### config.mk
export PLATFORM = sky130hd
export DESIGN_NAME = eag_top
export DESIGN_NICKNAME = d
export VERILOG_FILES = /design/src/rtl/eag_pkg.sv /design/src/rtl/eag_operand_sel.sv /design/src/rtl/eag_adder.sv /design/src/rtl/eag_top.sv
export SDC_FILE = /design/constraint.sdc
export NUM_CORES = 1
export LEC_CHECK = 0
export CAP_MARGIN = 20
export CORE_MARGIN = 2
export CORE_UTILIZATION = 43
export DETAILED_ROUTE_END_ITERATION = 6
export PLACE_DENSITY = 0.9
export SETUP_SLACK_MARGIN = 0.15
export SLEW_MARGIN = 20
export SYNTH_ARGS = -nofsm -noshare
export SYNTH_HDL_FRONTEND = slang
export SYNTH_SLANG_ARGS = --single-unit
### constraint.sdc
create_clock -name clk -period 0.8 [get_ports clk]
set_input_delay 0.12 -clock clk [delete_from_list [all_inputs] [get_ports clk]]
set_output_delay 0.12 -clock clk [all_outputs]
set_load 0.01 [all_outputs]
### src/rtl/eag_pkg.sv
package eag_pkg;
   typedef enum logic [2:0] {
      EA_IND   = 3'd0,
      EA_D8    = 3'd1,
      EA_D16   = 3'd2,
      EA_D24   = 3'd3,
      EA_IDX   = 3'd4,
      EA_ABS16 = 3'd5,
      EA_ABS24 = 3'd6,
      EA_RSVD  = 3'd7
   } ea_mode_e;
endpackage

### src/rtl/eag_operand_sel.sv
module eag_operand_sel #(
   parameter int AW  = 24,
   parameter int IW  = 16,
   parameter int EW  = 8,
   parameter int SW  = 8
) (
   input  logic [2:0]    mode,
   input  logic [AW-1:0] a_val,
   input  logic [AW-1:0] d_val,
   input  logic [IW-1:0] instr_lo,
   input  logic [EW-1:0] ext_byte,
   output logic [AW-1:0] base,
   output logic [AW-1:0] offset,
   output logic          legal
);
   import eag_pkg::*;

   localparam int PAD_S = AW - SW;
   localparam int PAD_I = AW - IW;

   logic [AW-1:0] sx_short, sx_half, zx_half, wide;

   generate
      if (PAD_S > 0) begin : g_sx_short
         assign sx_short = {{PAD_S{instr_lo[SW-1]}}, instr_lo[SW-1:0]};
      end else begin : g_sx_short_full
         assign sx_short = instr_lo[AW-1:0];
      end
      if (PAD_I > 0) begin : g_half
         assign sx_half = {{PAD_I{instr_lo[IW-1]}}, instr_lo};
         assign zx_half = {{PAD_I{1'b0}}, instr_lo};
      end else begin : g_half_full
         assign sx_half = instr_lo[AW-1:0];
         assign zx_half = instr_lo[AW-1:0];
      end
   endgenerate

   assign wide = {instr_lo, ext_byte};

   always_comb begin
      base   = '0;
      offset = '0;
      legal  = 1'b1;
      unique case (ea_mode_e'(mode))
         EA_IND:   base = a_val;
         EA_D8:    begin base = a_val; offset = sx_short; end
         EA_D16:   begin base = a_val; offset = sx_half;  end
         EA_D24:   begin base = a_val; offset = wide;     end
         EA_IDX:   begin base = a_val; offset = d_val;    end
         EA_ABS16: offset = zx_half;
         EA_ABS24: offset = wide;
         default:  legal = 1'b0;
      endcase
   end
endmodule

### src/rtl/eag_adder.sv
module eag_adder #(
   parameter int AW = 24
) (
   input  logic [AW-1:0] x,
   input  logic [AW-1:0] y,
   output logic [AW-1:0] sum
);
   logic [AW:0] full;
   assign full = {1'b0, x} + {1'b0, y};
   // carry out of the top bit is discarded
   assign sum  = full[AW-1:0];
endmodule

### src/rtl/eag_top.sv
module eag_top #(
   parameter int AW = 24,
   parameter int IW = 16,
   parameter int EW = 8,
   parameter int SW = 8
) (
   input  logic          clk,
   input  logic          rst_n,
   input  logic          req_valid,
   input  logic [2:0]    mode,
   input  logic [AW-1:0] a_val,
   input  logic [AW-1:0] d_val,
   input  logic [IW-1:0] instr_lo,
   input  logic [EW-1:0] ext_byte,
   output logic [AW-1:0] ea_addr,
   output logic          ea_valid
);
   import eag_pkg::*;

   generate
      if (AW != IW + EW) begin : g_bad_width
         $error("eag_top: AW must equal IW + EW");
      end
      if (SW > IW || SW < 1) begin : g_bad_short
         $error("eag_top: SW must lie in 1..IW");
      end
   endgenerate

   logic [AW-1:0] base, offset, sum;
   logic          legal;

   eag_operand_sel #(.AW(AW), .IW(IW), .EW(EW), .SW(SW)) u_sel (
      .mode(mode), .a_val(a_val), .d_val(d_val),
      .instr_lo(instr_lo), .ext_byte(ext_byte),
      .base(base), .offset(offset), .legal(legal)
   );

   eag_adder #(.AW(AW)) u_add (.x(base), .y(offset), .sum(sum));

   always_ff @(posedge clk or negedge rst_n) begin
      if (!rst_n) begin
         ea_addr  <= '0;
         ea_valid <= 1'b0;
      end else if (req_valid && legal) begin
         ea_addr  <= sum;
         ea_valid <= 1'b1;
      end else begin
         ea_addr  <= '0;
         ea_valid <= 1'b0;
      end
   end


   strobe_follows_chk: assert property (@(posedge clk) disable iff (!rst_n)
      (req_valid && mode != 3'd7) |=> ea_valid);

   rsvd_mode_chk: assert property (@(posedge clk) disable iff (!rst_n)
      (!req_valid || mode == 3'd7) |=> !ea_valid);

   idle_zero_chk: assert property (@(posedge clk) disable iff (!rst_n)
      !ea_valid |-> ea_addr == '0);

   indirect_chk: assert property (@(posedge clk) disable iff (!rst_n)
      (req_valid && mode == 3'd0) |=> ea_addr == $past(a_val));

   abs_short_chk: assert property (@(posedge clk) disable iff (!rst_n)
      (req_valid && mode == 3'd5) |=> ea_addr == AW'($past(instr_lo)));

   abs_wide_chk: assert property (@(posedge clk) disable iff (!rst_n)
      (req_valid && mode == 3'd6) |=> ea_addr == {$past(instr_lo), $past(ext_byte)});
endmodule

==> impl_summary.txt, run 1 <==
----------------------------------------------------
[STA]
  FMAX ... between 0.3 and 0.4 GHz
  Slew of the pin with the lowest slew margin ... ~0.60 ns
  Slack of the critical path ... -1.95 ns
  Sum Neg Setup Slack ... -40.45 ns
  RSZ-0062 raised after global routing ... yes
  Final Hold Fails ... 0
  Count of final max-slew check failures ... 0
  Share of the cycle needed by the critical path after routing ... 3.43
  Count of final setup violators ... 50
  Shortest clock period the worst path allows after layout ... ~2.7 ns
  Relative max-transition margin ... 0.594

[Floorplanning]
  DIE HEIGHT ... between 80 and 90 um
  Number of core rows ... 30
  Chip Width ... ~90 um
  Core region area ... between 6000 and 7000 um^2
  Initial cell density of the core ... 0.449
  I/O pin count ... slightly above 100
  Total Die Area ... 7860 um^2

[Synth]
  Post-Synthesis Cells ... 409
  Async SR Flop Fraction ... 1.00
  Dominant register cell in the synthesized netlist ... sky130_fd_sc_hd__dfrtp_1
  Number of warnings issued by yosys ... 0
  Mean Syn Cell Area ... 7.54 um^2
  Total of flip-flops plus latches after synthesis ... 25
  Sequential share of the synthesized area ... 0.203
  Count of different cell masters after synthesis ... between 50 and 60
  Number of enable flip-flop cells after synthesis ... 0
  Mapped Area ... about 3000 um^2
  Post-synth net total ... 511

[Power and ir drop]
  Overall power ... 0.00769 W
  Max IR drop VDD ... roughly 0.73 mV
  Power Dens Cells ... about 1300 nW/um^2
  Leakage component of the power ... between 2 and 3 nW

[Placed design]
  Total half-perimeter wirelength after legalization and detailed placement ... 9580 um
  I/O Buffers ... around 100
  Placement-stage cell area ... approximately 5100 um^2
  RD Place Congestion ... 1.05

[Clock tree]
  Clock tree from TritonCTS ... built
  Hold-fix buffers, CTS ... 0
  Clock Tree Buf Depth ... 2
  Clk pin slew, worst setup/hold paths ... 0.09 ns
  Inserted Clock Buffers ... 3
  # clock sinks ... 25
  Buffer type at the clock tree root ... sky130_fd_sc_hd__clkbuf_8
  H-tree level count ... 1

[Job]
  Maximum Capacitance Violations ... 0

[Routing]
  Overall routed net length ... approximately 19000 um
  Ratio of routed vias to standard cells ... between 6 and 7
  Drt first-iter violations ... 684
  First-pass DRT Iterations ... 7
  Wirelength per Cell ... ~26 um
  DRC violations left ... 45
  Antenna-violating nets left ... 0
  Routed vias ... slightly above 5000

[Critical path]
  Type of the worst setup path ... input port to flop
  CP Data Required Time ... between 0.9 and 1 ns
  Kind of capture point of the worst setup path ... flop
  Crit path DAT ... 2.90 ns
  Crit-path max FO ... 6
  CP Launch Type ... input port

[Finish]
  Number of fillers in the final layout ... slightly below 300
  Final-stage net count ... ~740
  Fraction of layout instances using a drive strength above 1 ... 0.471
  Post-Layout Inst Area ... roughly 6000 um^2
  Utilization after layout ... 0.857
  Synth-to-layout area growth ... 91.0%
  Antenna cells ... 0

[Global routing]
  Global-route wire length before repair ... between 20000 and 25000 um
  Congestion Overflow GR ... 0
  Initial antenna violation count ... 0
  Vias in the first global route ... a little under 5000
  Maximum number of pins on one net before global-route repair ... 26
  GRT Overall Usage ... 0.398

[Status]
  Violations in the final reports ... DRC, setup timing
  Outcome ... finished, violations left

[Worst hold path]
  Type of the most critical hold path ... input port to async pin

----------------------------------------------------
[cells in the mapped netlist (all sizes together) (5+ instances only)]
master / number / share of area
a21o: 17 / 0.041
a21oi: 56 / 0.093
a221o: 9 / 0.029
a221oi: 5 / 0.014
a31oi: 6 / 0.012
and2: 23 / 0.047
buf: 13 / 0.020
clkbuf: 12 / 0.015
dfrtp: 25 / 0.20
ha: 23 / 0.093
inv: 8 / 0.0097
mux2: 7 / 0.026
mux2i: 14 / 0.045
nand2: 30 / 0.037
nand3: 11 / 0.018
nand4: 7 / 0.016
nor2: 45 / 0.055
nor3: 11 / 0.018
nor3b: 5 / 0.012
o21a: 6 / 0.015
o21ai: 18 / 0.029
xnor2: 5 / 0.014
xor2: 7 / 0.020
[cell usage in the layout (no fill, tap or decap), types with 4 or more instances in the layout]
cell                              count
sky130_fd_sc_hd__buf_4              117
sky130_fd_sc_hd__clkdlybuf4s50_1     42
sky130_fd_sc_hd__nor2_1              41
sky130_fd_sc_hd__dlygate4sd2_1       31
sky130_fd_sc_hd__buf_6               27
sky130_fd_sc_hd__a21oi_2             26
sky130_fd_sc_hd__dfrtp_1             25
sky130_fd_sc_hd__buf_2               24
sky130_fd_sc_hd__nand2_1             23
sky130_fd_sc_hd__and2_1              23
sky130_fd_sc_hd__a21oi_1             23
sky130_fd_sc_hd__a21o_1              17
sky130_fd_sc_hd__mux2i_1             12
sky130_fd_sc_hd__a221o_1              9
sky130_fd_sc_hd__nand3_1              9
sky130_fd_sc_hd__ha_1                 9
sky130_fd_sc_hd__o21ai_1              8
sky130_fd_sc_hd__ha_4                 8
sky130_fd_sc_hd__a21oi_4              7
sky130_fd_sc_hd__mux2_2               6
sky130_fd_sc_hd__nand2_2              6
sky130_fd_sc_hd__nor3_1               6
sky130_fd_sc_hd__o21a_1               6
sky130_fd_sc_hd__nand4_1              6
sky130_fd_sc_hd__xor2_1               6
sky130_fd_sc_hd__ha_2                 6
sky130_fd_sc_hd__nor3_2               5
sky130_fd_sc_hd__inv_1                5
sky130_fd_sc_hd__o21ai_2              5
sky130_fd_sc_hd__a31oi_1              4
sky130_fd_sc_hd__a221oi_2             4
sky130_fd_sc_hd__o211ai_1             4
sky130_fd_sc_hd__o21ai_0              4
[worst paths after layout]
kind / start / end / slack (ns) / depth (start not counted)
worst min-delay path: rst_n / ea_addr[12]$_DFF_PN0_ / 0.20 / 2
max in group asynchronous: rst_n / ea_addr[11]$_DFF_PN0_ / 0.45 / 2
min in group clk: mode[0] / ea_addr[1]$_DFF_PN0_ / 0.51 / 4
worst max-delay path: mode[2] / ea_addr[23]$_DFF_PN0_ / -1.95 / 14
[area by class of cell]
class	count	area (um^2)	area share
clock buffer	4	45.0	0.00765
inverter	9	48.8	0.00829
multi-input combinational	350	2940	0.499
sequential	25	626	0.106
tap	96	120	0.0204
timing repair buffer	247	2110	0.359
[sequential cells by signal, summed over array words and instances (netlist names)]
signal    count
ea_addr      24
ea_valid      1
[through the flow]
stage | hold WS (ns) | std cells | setup slack, ns
finish | 0.199 | 731 | -1.95
global route | 0.229 | 731 | -2.02
CTS | 0.211 | 720 | -1.57
detailed placement | 0.502 | 692 | -2.51
global placement | 0.487 | 692 | -2.30
floorplan | -0.176 | 409 | -1.67
[cells by family (layout without fill, tap and decap cells)]
| kind of cell | after synthesis | in the layout | share of synthesized area |
|---|---|---|---|
| flops | 25 | 25 | 0.203 |
| simple gates | 151 | 151 | 0.243 |
| compound gates | 142 | 142 | 0.304 |
| mux | 21 | 21 | 0.0710 |
| xor+xnor | 12 | 12 | 0.0341 |
| buf+inv | 34 | 260 | 0.0459 |
| fa+ha+maj | 24 | 24 | 0.0998 |
[power by group]
group          total [W]  switching (W)  leakage (nW)  internal, W
Clock           0.000751       0.000394        0.0228     0.000357
Combinational    0.00544        0.00285          2.37      0.00259
Sequential       0.00149      0.0000489         0.325      0.00145
Total            0.00769        0.00330          2.72      0.00439
[critical path, cell delays in order]
cell and delay [ns]:
sky130_fd_sc_hd__buf_2 0.21, sky130_fd_sc_hd__clkinv_4 0.11, sky130_fd_sc_hd__nor2_2 0.20, sky130_fd_sc_hd__buf_4 0.19
sky130_fd_sc_hd__a21oi_1 0.08, sky130_fd_sc_hd__a21oi_1 0.23, sky130_fd_sc_hd__ha_1 0.37, sky130_fd_sc_hd__nand3_1 0.20
sky130_fd_sc_hd__buf_4 0.20, sky130_fd_sc_hd__nor2_1 0.21, sky130_fd_sc_hd__nand3_1 0.18, sky130_fd_sc_hd__nor3_2 0.32
sky130_fd_sc_hd__o21ai_1 0.11, sky130_fd_sc_hd__nor3b_2 0.18
[routing by layer]
| layer | up-vias | global-route usage | wire (um) | part of all wire |
|---|---|---|---|---|
| li1 | 1973 | - | - | - |
| met1 | 2273 | 0.456 | 6290 | 0.33 |
| met2 | 606 | 0.664 | 8300 | 0.44 |
| met3 | 233 | 0.0765 | 2220 | 0.12 |
| met4 | 0 | 0.277 | 2120 | 0.11 |
| met5 | - | 0 | 0 | 0 |
[repair_timing]
| action | CTS | global route |
|---|---|---|
| pin swaps | 94 | 35 |
| gates cloned | 1 | 0 |
| setup buffers | 23 | 11 |
| resized for setup | 257 | 39 |
| endpoints found under the setup margin | 50 | 50 |
Note: power is estimated with default switching activity, not from simulation.
==> run 2: changes to the inputs <==
--- a/config.mk
+++ b/config.mk
@@ -9,9 +9,11 @@
 export CORE_MARGIN = 2
 export CORE_UTILIZATION = 43
 export DETAILED_ROUTE_END_ITERATION = 6
+export GPL_ROUTABILITY_DRIVEN = 0
 export PLACE_DENSITY = 0.9
 export SETUP_SLACK_MARGIN = 0.15
 export SLEW_MARGIN = 20
 export SYNTH_ARGS = -nofsm -noshare
 export SYNTH_HDL_FRONTEND = slang
+export SYNTH_HIERARCHICAL = 1
 export SYNTH_SLANG_ARGS = --single-unit
==> run 2 against run 1 <==
Effect of this change:
- the flow finishes with violations (setup timing)
- final area is 5.9% lower
- hold slack better by 0.0039 ns
- synthesized area is 0.49% higher
- largest cell class unchanged
==> impl_summary.txt, run 2 <==
----------------------------------------------------
[Finish]
  Layout Cells excl Fill ... 682 (was 731)
  Register name with the most flops ... ea_addr (unchanged)
  Synth-to-layout area growth ... 78.8% (was 91.0%)
  Number of flip-flops under the largest register name ... 24 (unchanged)
  Number of fillers in the final layout ... 375 (was 292)
  Most common library cell in the layout ignoring fill and taps ... sky130_fd_sc_hd__buf_4 (unchanged)
  Antenna cells ... 0 (unchanged)
  Leading cell types in the layout, fill and taps excluded ... sky130_fd_sc_hd__buf_4, sky130_fd_sc_hd__clkdlybuf4s50_1, sky130_fd_sc_hd__and2_1 (was sky130_fd_sc_hd__buf_4, sky130_fd_sc_hd__clkdlybuf4s50_1, sky130_fd_sc_hd__nor2_1)
  Footprint of the flip-flops and latches ... 626 um^2 (unchanged)
  Footprint of the multi-input gates ... 2730 um^2 (was 2940 um^2)
  Final-stage net count ... 689 (was 738)
  Post-Layout Inst Area ... 5540 um^2 (was 5890 um^2)
  Fraction of layout instances using a drive strength above 1 ... 0.447 (was 0.471)
  Registers with the most flip-flops ... ea_addr: 24 flops, ea_valid: 1 flops (unchanged)

[Routing]
  Routed vias ... 4222 (was 5085)
  Ratio of routed vias to standard cells ... 6.19 (was 6.96)
  Wirelength per Cell ... 20.2 um (was 25.9 um)
  First-pass DRT Iterations ... 5 (was 7)
  Antenna-violating nets left ... 0 (unchanged)
  Overall routed net length ... 13800 um (was 18900 um)
  DRC violations left ... 0 (was 45)
  Drt first-iter violations ... 466 (was 684)

[Global routing]
  Vias in the first global route ... 4198 (was 4810)
  Maximum number of pins on one net before global-route repair ... 26 (unchanged)
  Global-route wire length before repair ... 20100 um (was 24300 um)
  Initial antenna violation count ... 0 (unchanged)
  GRT Overall Usage ... 0.328 (was 0.398)
  Congestion Overflow GR ... 0 (unchanged)

[Synth]
  Area contributors post-synth ... sky130_fd_sc_hd__dfrtp_1, sky130_fd_sc_hd__ha_1, sky130_fd_sc_hd__and2_1, sky130_fd_sc_hd__mux2_2, sky130_fd_sc_hd__and3_1 (was sky130_fd_sc_hd__dfrtp_1, sky130_fd_sc_hd__ha_1, sky130_fd_sc_hd__a21oi_1, sky130_fd_sc_hd__nor2_1, sky130_fd_sc_hd__and2_1)
  Proportion of netlist area held by the largest area contributor ... 0.202 (was 0.203)
  Simple logic cell fraction of the synthesized area ... 0.221 (was 0.243)
  Most common library cells after synthesis ... sky130_fd_sc_hd__and2_1, sky130_fd_sc_hd__and3_1, sky130_fd_sc_hd__dfrtp_1 (was sky130_fd_sc_hd__a21oi_1, sky130_fd_sc_hd__nor2_1, sky130_fd_sc_hd__nand2_1)
  Post-synth net total ... 472 (was 511)
  Adder-cell share of the synthesized area ... 0.0994 (was 0.0998)
  Cell with the most instances after synthesis ... sky130_fd_sc_hd__and2_1 (was sky130_fd_sc_hd__a21oi_1)
  Total of flip-flops plus latches after synthesis ... 25 (unchanged)
  Compound-cell area share of the yosys netlist ... 0.296 (was 0.304)
  Sequential share of the synthesized area ... 0.202 (was 0.203)
  Post-Synthesis Cells ... 370 (was 409)
  Async SR Flop Fraction ... 1.00 (unchanged)
  Synth Area in XOR/XNOR ... 0.0537 (was 0.0341)
  Mapped Area ... 3100 um^2 (was 3080 um^2)
  Count of different cell masters after synthesis ... 59 (was 53)
  Dominant register cell in the synthesized netlist ... sky130_fd_sc_hd__dfrtp_1 (unchanged)
  Largest family of logic cells by synthesized area ... compound AO/OA/AOI/OAI gates (unchanged)
  Dominant cell type by area after synthesis ... sky130_fd_sc_hd__dfrtp_1 (unchanged)
  Number of warnings issued by yosys ... 6 (was 0)
  Share of cell area taken by muxes after synthesis ... 0.0695 (was 0.0710)
  Mean Syn Cell Area ... 8.37 um^2 (was 7.54 um^2)
  Number of enable flip-flop cells after synthesis ... 0 (unchanged)

[Clock tree]
  # clock sinks ... 25 (unchanged)
  H-tree level count ... 1 (unchanged)
  Buffer type at the clock tree root ... sky130_fd_sc_hd__clkbuf_8 (unchanged)
  Clock tree from TritonCTS ... built (unchanged)
  Hold-fix buffers, CTS ... 0 (unchanged)
  Clock Tree Buf Depth ... 2 (unchanged)
  Inserted Clock Buffers ... 3 (unchanged)
  Clk pin slew, worst setup/hold paths ... 0.07 ns (was 0.09 ns)

[Status]
  Outcome ... finished, violations left (unchanged)
  Violations in the final reports ... setup timing (was DRC, setup timing)

[Power and ir drop]
  Max IR drop VDD ... 0.651 mV (was 0.733 mV)
  Leakage component of the power ... 2.70 nW (was 2.72 nW)
  Overall power ... 0.00687 W (was 0.00769 W)
  Power Dens Cells ... 1240 nW/um^2 (was 1310 nW/um^2)

[Critical path]
  Kind of capture point of the worst setup path ... flop (unchanged)
  Slowest stage delay, CP ... 0.37 ns (about the same)
  CP Launch Type ... input port (unchanged)
  CP Data Required Time ... 0.96 ns (about the same)
  Cell seen most often among critical-path stages ... sky130_fd_sc_hd__buf_6
  Slowest cell on the critical path ... sky130_fd_sc_hd__or3_1 (was sky130_fd_sc_hd__ha_1)
  Type of the worst setup path ... input port to flop (unchanged)
  Crit-path max FO ... 5 (was 6)
  Crit path DAT ... 2.99 ns (was 2.90 ns)
  Cell Chain, Critical Path ... buf_8, buf_6, buf_6, mux2_4, a221oi_4, nor2_2, ha_1, a211oi_2, o21bai_1, or3_1, a31o_1, o211ai_1, o211ai_2, and3_1 (was buf_2, clkinv_4, nor2_2, buf_4, a21oi_1, a21oi_1, ha_1, nand3_1, buf_4, nor2_1, nand3_1, nor3_2, o21ai_1, nor3b_2)

[STA]
  Slack of the critical path ... -2.03 ns (was -1.95 ns)
  Worst hold slack after final layout ... 0.203 ns (was 0.199 ns)
  RSZ-0062 raised after global routing ... yes (unchanged)
  Count of final max-slew check failures ... 0 (unchanged)
  Final Hold Fails ... 0 (unchanged)
  Shortest clock period the worst path allows after layout ... 2.83 ns (was 2.75 ns)
  Relative max-transition margin ... 0.722 (was 0.594)
  Share of the cycle needed by the critical path after routing ... 3.54 (was 3.43)
  Sum Neg Setup Slack ... -42.27 ns (was -40.45 ns)
  Slew of the pin with the lowest slew margin ... 0.414 ns (was 0.604 ns)
  FMAX ... 0.353 GHz (was 0.364 GHz)
  Count of final setup violators ... 50 (unchanged)

[Floorplanning]
  Chip Width ... 88.9 um (was 88.7 um)
  Number of core rows ... 30 (unchanged)
  DIE HEIGHT ... 88.9 um (was 88.7 um)
  Initial cell density of the core ... 0.451 (was 0.449)
  Total Die Area ... 7900 um^2 (was 7860 um^2)
  I/O pin count ... 103 (unchanged)
  Core region area ... 6870 um^2 (unchanged)

[Placed design]
  I/O Buffers ... 102 (unchanged)
  Number of placed instances, taps included ... 651 (was 692)
  Total half-perimeter wirelength after legalization and detailed placement ... 8480 um (was 9580 um)
  Placement-stage cell area ... 5000 um^2 (was 5110 um^2)

[Worst hold path]
  Type of the most critical hold path ... input port to async pin (unchanged)

[Job]
  Maximum Capacitance Violations ... 0 (unchanged)

----------------------------------------------------
-- run 2: final timing paths --
check | from | to | slack [ns] | cells after the start
max | mode[2] | ea_addr[22]$_DFF_PN0_ | -2.03 | 14
max in group asynchronous | rst_n | ea_addr[15]$_DFF_PN0_ | 0.46 | 2
min in group clk | mode[0] | ea_valid$_DFF_PN0_ | 0.54 | 4
min | rst_n | ea_addr[3]$_DFF_PN0_ | 0.20 | 2
-- run 2: cell type report --
type | instances | area share
Clock buffer | 4 | 0.00813
Timing Repair Buffer | 235 | 0.357
Sequential cell | 25 | 0.113
Tap cell | 96 | 0.0217
Inverter | 11 | 0.00768
Multi-Input combinational cell | 311 | 0.493
-- run 2: through the flow --
stage,util,worst slack (ns)
2_1_floorplan,-,-2.01
3_3_place_gp,0.728,-2.59
3_5_place_dp,0.728,-2.68
4_1_cts,0.782,-1.99
5_1_grt,0.807,-2.14
6_report,0.807,-2.03
-- run 2: power by group --
| part | switching [W] | total, W | internal (W) |
|---|---|---|---|
| sequential | 0.0000378 | 0.00148 | 0.00144 |
| clock | 0.000345 | 0.000701 | 0.000355 |
| combinational | 0.00227 | 0.00469 | 0.00242 |
| total | 0.00265 | 0.00687 | 0.00422 |
-- run 2: cell families (layout without fill, tap and decap cells) --
logic type                 after synthesis  after routing
AOI/OAI and AO/OA                      125            125
and+or+nand+nor                        124            124
buffers and inverters                   34            250
DFF                                     25             25
adders and majority gates               24             24
xor gates and xnor gates                19             19
muxes                                   19             19
-- run 2: routing by layer --
| metal | share of wire | global-route usage | vias up |
|---|---|---|---|
| met3 | 0.089 | 0.0485 | 117 |
| met2 | 0.47 | 0.563 | 326 |
| li1 | - | - | 1832 |
| met4 | 0.080 | 0.225 | 0 |
| met1 | 0.36 | 0.374 | 1947 |
| met5 | 0 | 0 | - |
-- run 2: what timing repair did --
action | CTS | global route
pin swaps | 57 | 32
setup buffers | 22 | 5
gates cloned | 0 | 0
resized for setup | 217 | 27
endpoints found under the setup margin | 50 | 50
-- run 2: worst max-delay path, delay by kind of cell --
kind / cells / cell delay (ns)
muxes: 1 / 0.30
AOI/OAI and AO/OA: 6 / 1.25
adders and majority gates: 1 / 0.36
buffers and inverters: 3 / 0.34
and+or+nand+nor: 3 / 0.62
==> run 3: changes to the inputs <==
--- a/config.mk
+++ b/config.mk
@@ -7,10 +7,10 @@
 export LEC_CHECK = 0
 export CAP_MARGIN = 20
 export CORE_MARGIN = 2
-export CORE_UTILIZATION = 43
+export CORE_UTILIZATION = 51
 export DETAILED_ROUTE_END_ITERATION = 6
 export GPL_ROUTABILITY_DRIVEN = 0
-export PLACE_DENSITY = 0.9
+export PLACE_DENSITY = 0.95
 export SETUP_SLACK_MARGIN = 0.15
 export SLEW_MARGIN = 20
 export SYNTH_ARGS = -nofsm -noshare
==> constraint.sdc (replaced) <==
create_clock -name clk -period 3.6 [get_ports clk]
set_input_delay 0.54 -clock clk [delete_from_list [all_inputs] [get_ports clk]]
set_output_delay 0.54 -clock clk [all_outputs]
set_load 0.01 [all_outputs]
==> run 3 against run 2 <==
Effect of this change:
- the run now ends clean
- non-clock buffer count down 37
- first-iteration DRC count increased by 30%
- sequential cell count stayed put
- core utilization grew 4.2 points
- die area fell by 15%
- critical path depth increased by 1
- setup slack better by 2.2 ns
- sequential share of layout area grew 1.2 points
- hold slack gained 0.037 ns
- total power fell by 79%
==> impl_summary.txt, run 3 (same netlist as run 2, synthesis figures left out) <==
----------------------------------------------------
[Finish]
  Fraction of layout instances using a drive strength above 1 ... 0.277 (was 0.447)
  Final-stage net count ... 652 (was 689)
  Most common library cell in the layout ignoring fill and taps ... sky130_fd_sc_hd__clkdlybuf4s50_1 (was sky130_fd_sc_hd__buf_4)
  Register name with the most flops ... ea_addr (unchanged)
  Leading cell types in the layout, fill and taps excluded ... sky130_fd_sc_hd__clkdlybuf4s50_1, sky130_fd_sc_hd__buf_4, sky130_fd_sc_hd__and2_1 (was sky130_fd_sc_hd__buf_4, sky130_fd_sc_hd__clkdlybuf4s50_1, sky130_fd_sc_hd__and2_1)
  Layout Cells excl Fill ... 624 (was 682)
  Utilization after layout ... 0.848 (was 0.807)
  Number of flip-flops under the largest register name ... 24 (unchanged)
  Registers with the most flip-flops ... ea_addr: 24 flops, ea_valid: 1 flops (unchanged)
  Synth-to-layout area growth ... 61.1% (was 78.8%)
  Antenna cells ... 0 (unchanged)

[Placed design]
  Number of placed instances, taps included ... 614 (was 651)
  I/O Buffers ... 102 (unchanged)
  Total half-perimeter wirelength after legalization and detailed placement ... 8730 um (was 8480 um)

[Global routing]
  Initial antenna violation count ... 0 (unchanged)
  Global-route wire length before repair ... 17300 um (was 20100 um)
  Congestion Overflow GR ... 0 (unchanged)
  Maximum number of pins on one net before global-route repair ... 26 (unchanged)
  Vias in the first global route ... 3783 (was 4198)
  GRT Overall Usage ... 0.327 (was 0.328)

[Power and ir drop]
  Leakage component of the power ... 2.39 nW (was 2.70 nW)
  Sw Share ... 0.369 (was 0.386)
  Combinational group share of total power ... 0.658 (was 0.683)
  Overall power ... 0.00142 W (was 0.00687 W)
  Switching power ... 0.000523 W (was 0.00265 W)
  Part of the power in registers ... 0.234 (was 0.215)
  Max IR drop VDD ... 0.258 mV (was 0.651 mV)
  Power Dens Cells ... 284 nW/um^2 (was 1240 nW/um^2)
  Clk network pwr share ... 0.109 (was 0.102)
  Internal power component ... 0.000893 W (was 0.00422 W)

[Routing]
  DRC violations left ... 0 (unchanged)
  Wirelength per Cell ... 21.1 um (was 20.2 um)
  Ratio of routed vias to standard cells ... 6.75 (was 6.19)
  First-pass DRT Iterations ... 6 (was 5)
  Routed vias ... 4214 (was 4222)
  Antenna-violating nets left ... 0 (unchanged)
  Overall routed net length ... 13100 um (was 13800 um)
  Drt first-iter violations ... 605 (was 466)

[Critical path]
  Slowest cell on the critical path ... sky130_fd_sc_hd__or3_1 (unchanged)
  Cell seen most often among critical-path stages ... sky130_fd_sc_hd__buf_4 (was sky130_fd_sc_hd__buf_6)
  Cell Chain, Critical Path ... clkbuf_2, buf_6, nor2b_1, buf_4, buf_4, a221oi_2, nor2_1, ha_4, o21ai_0, o21bai_1, or3_1, a31o_1, o21a_1, xor2_1, and3_1 (was buf_8, buf_6, buf_6, mux2_4, a221oi_4, nor2_2, ha_1, a211oi_2, o21bai_1, or3_1, a31o_1, o211ai_1, o211ai_2, and3_1)
  CP Launch Type ... input port (unchanged)
  CP Data Required Time ... 3.75 ns (was 0.96 ns)
  Kind of capture point of the worst setup path ... flop (unchanged)
  Slowest stage delay, CP ... 0.41 ns (was 0.37 ns)
  Type of the worst setup path ... input port to flop (unchanged)
  Crit-path max FO ... 5 (unchanged)
  Crit path DAT ... 3.59 ns (was 2.99 ns)

[STA]
  Shortest clock period the worst path allows after layout ... 3.44 ns
  Relative max-transition margin ... 0.497 (was 0.722)
  Worst hold slack after final layout ... 0.241 ns (was 0.203 ns)
  Final Hold Fails ... 0 (unchanged)
  Count of final max-slew check failures ... 0 (unchanged)
  RSZ-0062 raised after global routing ... yes (unchanged)
  FMAX ... between 0.2 and 0.3 GHz
  Slew of the pin with the lowest slew margin ... 0.752 ns (was 0.414 ns)
  Share of the cycle needed by the critical path after routing ... 0.955
  Sum Neg Setup Slack ... 0 ns (was -42.27 ns)
  Count of final setup violators ... 0 (was 50)

[Clock tree]
  Clock tree from TritonCTS ... built (unchanged)
  Clk pin slew, worst setup/hold paths ... 0.07 ns (about the same)
  Hold-fix buffers, CTS ... 0 (unchanged)
  # clock sinks ... 25 (unchanged)
  Clock Tree Buf Depth ... 2 (unchanged)
  H-tree level count ... 1 (unchanged)
  Inserted Clock Buffers ... 3 (unchanged)
  Buffer type at the clock tree root ... sky130_fd_sc_hd__clkbuf_8 (unchanged)

[Floorplanning]
  I/O pin count ... 103 (unchanged)
  Chip Width ... 81.9 um (was 88.9 um)
  Total Die Area ... 6710 um^2 (was 7900 um^2)
  DIE HEIGHT ... 81.9 um (was 88.9 um)
  Number of core rows ... 28 (was 30)
  Core region area ... 5890 um^2 (was 6870 um^2)
  Initial cell density of the core ... 0.526 (was 0.451)

[Worst hold path]
  Type of the most critical hold path ... input port to async pin (unchanged)

[Status]
  Outcome ... finished, final reports clean (was finished, violations left)

[Job]
  Maximum Capacitance Violations ... 0 (unchanged)

----------------------------------------------------
run 3: cell types whose count changed in the layout (fill, tap and decap cells not counted), moves of 10 or more:
cell and change:
sky130_fd_sc_hd__buf_4 -21, sky130_fd_sc_hd__a21oi_1 +11, sky130_fd_sc_hd__dlygate4sd2_1 -10, sky130_fd_sc_hd__clkdlybuf4s50_1 +37, sky130_fd_sc_hd__buf_2 -25, sky130_fd_sc_hd__buf_6 -16
run 3: metal layers:
metal,vias up,track usage,wire length (um)
li1,1756,-,-
met1,1867,0.378,4710
met2,436,0.581,6050
met3,155,0.0374,1280
met4,0,0.183,1100
met5,-,0,0
run 3: repair_timing:
item | in CTS | in global routing
setup endpoints to repair | 14 | 15
pin swaps | 4 | 19
buffers inserted | 2 | 3
resized for setup | 9 | 37
cloned | 1 | 0
run 3: worst paths after layout:
check | from | end | slack [ns] | cells after the start
max | mode[2] | ea_addr[20]$_DFF_PN0_ | 0.16 | 15
min in group clk | ext_byte[0] | ea_addr[0]$_DFF_PN0_ | 1.03 | 5
max in group asynchronous | rst_n | ea_addr[12]$_DFF_PN0_ | 3.02 | 1
min | rst_n | ea_addr[1]$_DFF_PN0_ | 0.24 | 1
run 3: critical path, delay by kind of cell:
family	cells	cell delay [ns]
AOI/OAI and AO/OA	5	0.96
xor gates and xnor gates	1	0.14
adders and majority gates	1	0.25
buffers and inverters	4	0.63
and+or+nand+nor	4	1.07
run 3: cell type report:
type / count / area [um^2]
fill: 317 / 893
timing repair buffer: 198 / 1740
multi-input combinational: 311 / 2440
tap: 75 / 93.8
inverter: 11 / 41.3
clock buffer: 4 / 45.0
sequential: 25 / 626
run 3: metrics by stage:
step | area (um^2) | setup WS (ns)
2_1_floorplan | 3100 | 0.160
3_3_place_gp | 4750 | -0.315
3_5_place_dp | 4750 | -0.419
4_1_cts | 4840 | 0.150
5_1_grt | 4990 | 0.0954
6_report | 4990 | 0.163
run 3: power groups by stage:
stage | clock network (W) | logic [W] | registers, W
after floorplan | 0 | 0.000393 | 0.000360
after global placement | 0 | 0.000774 | 0.000335
after detailed placement | 0 | 0.000813 | 0.000338
after CTS | 0.000156 | 0.000832 | 0.000332
after global routing | 0.000166 | 0.000980 | 0.000334
final | 0.000154 | 0.000931 | 0.000331
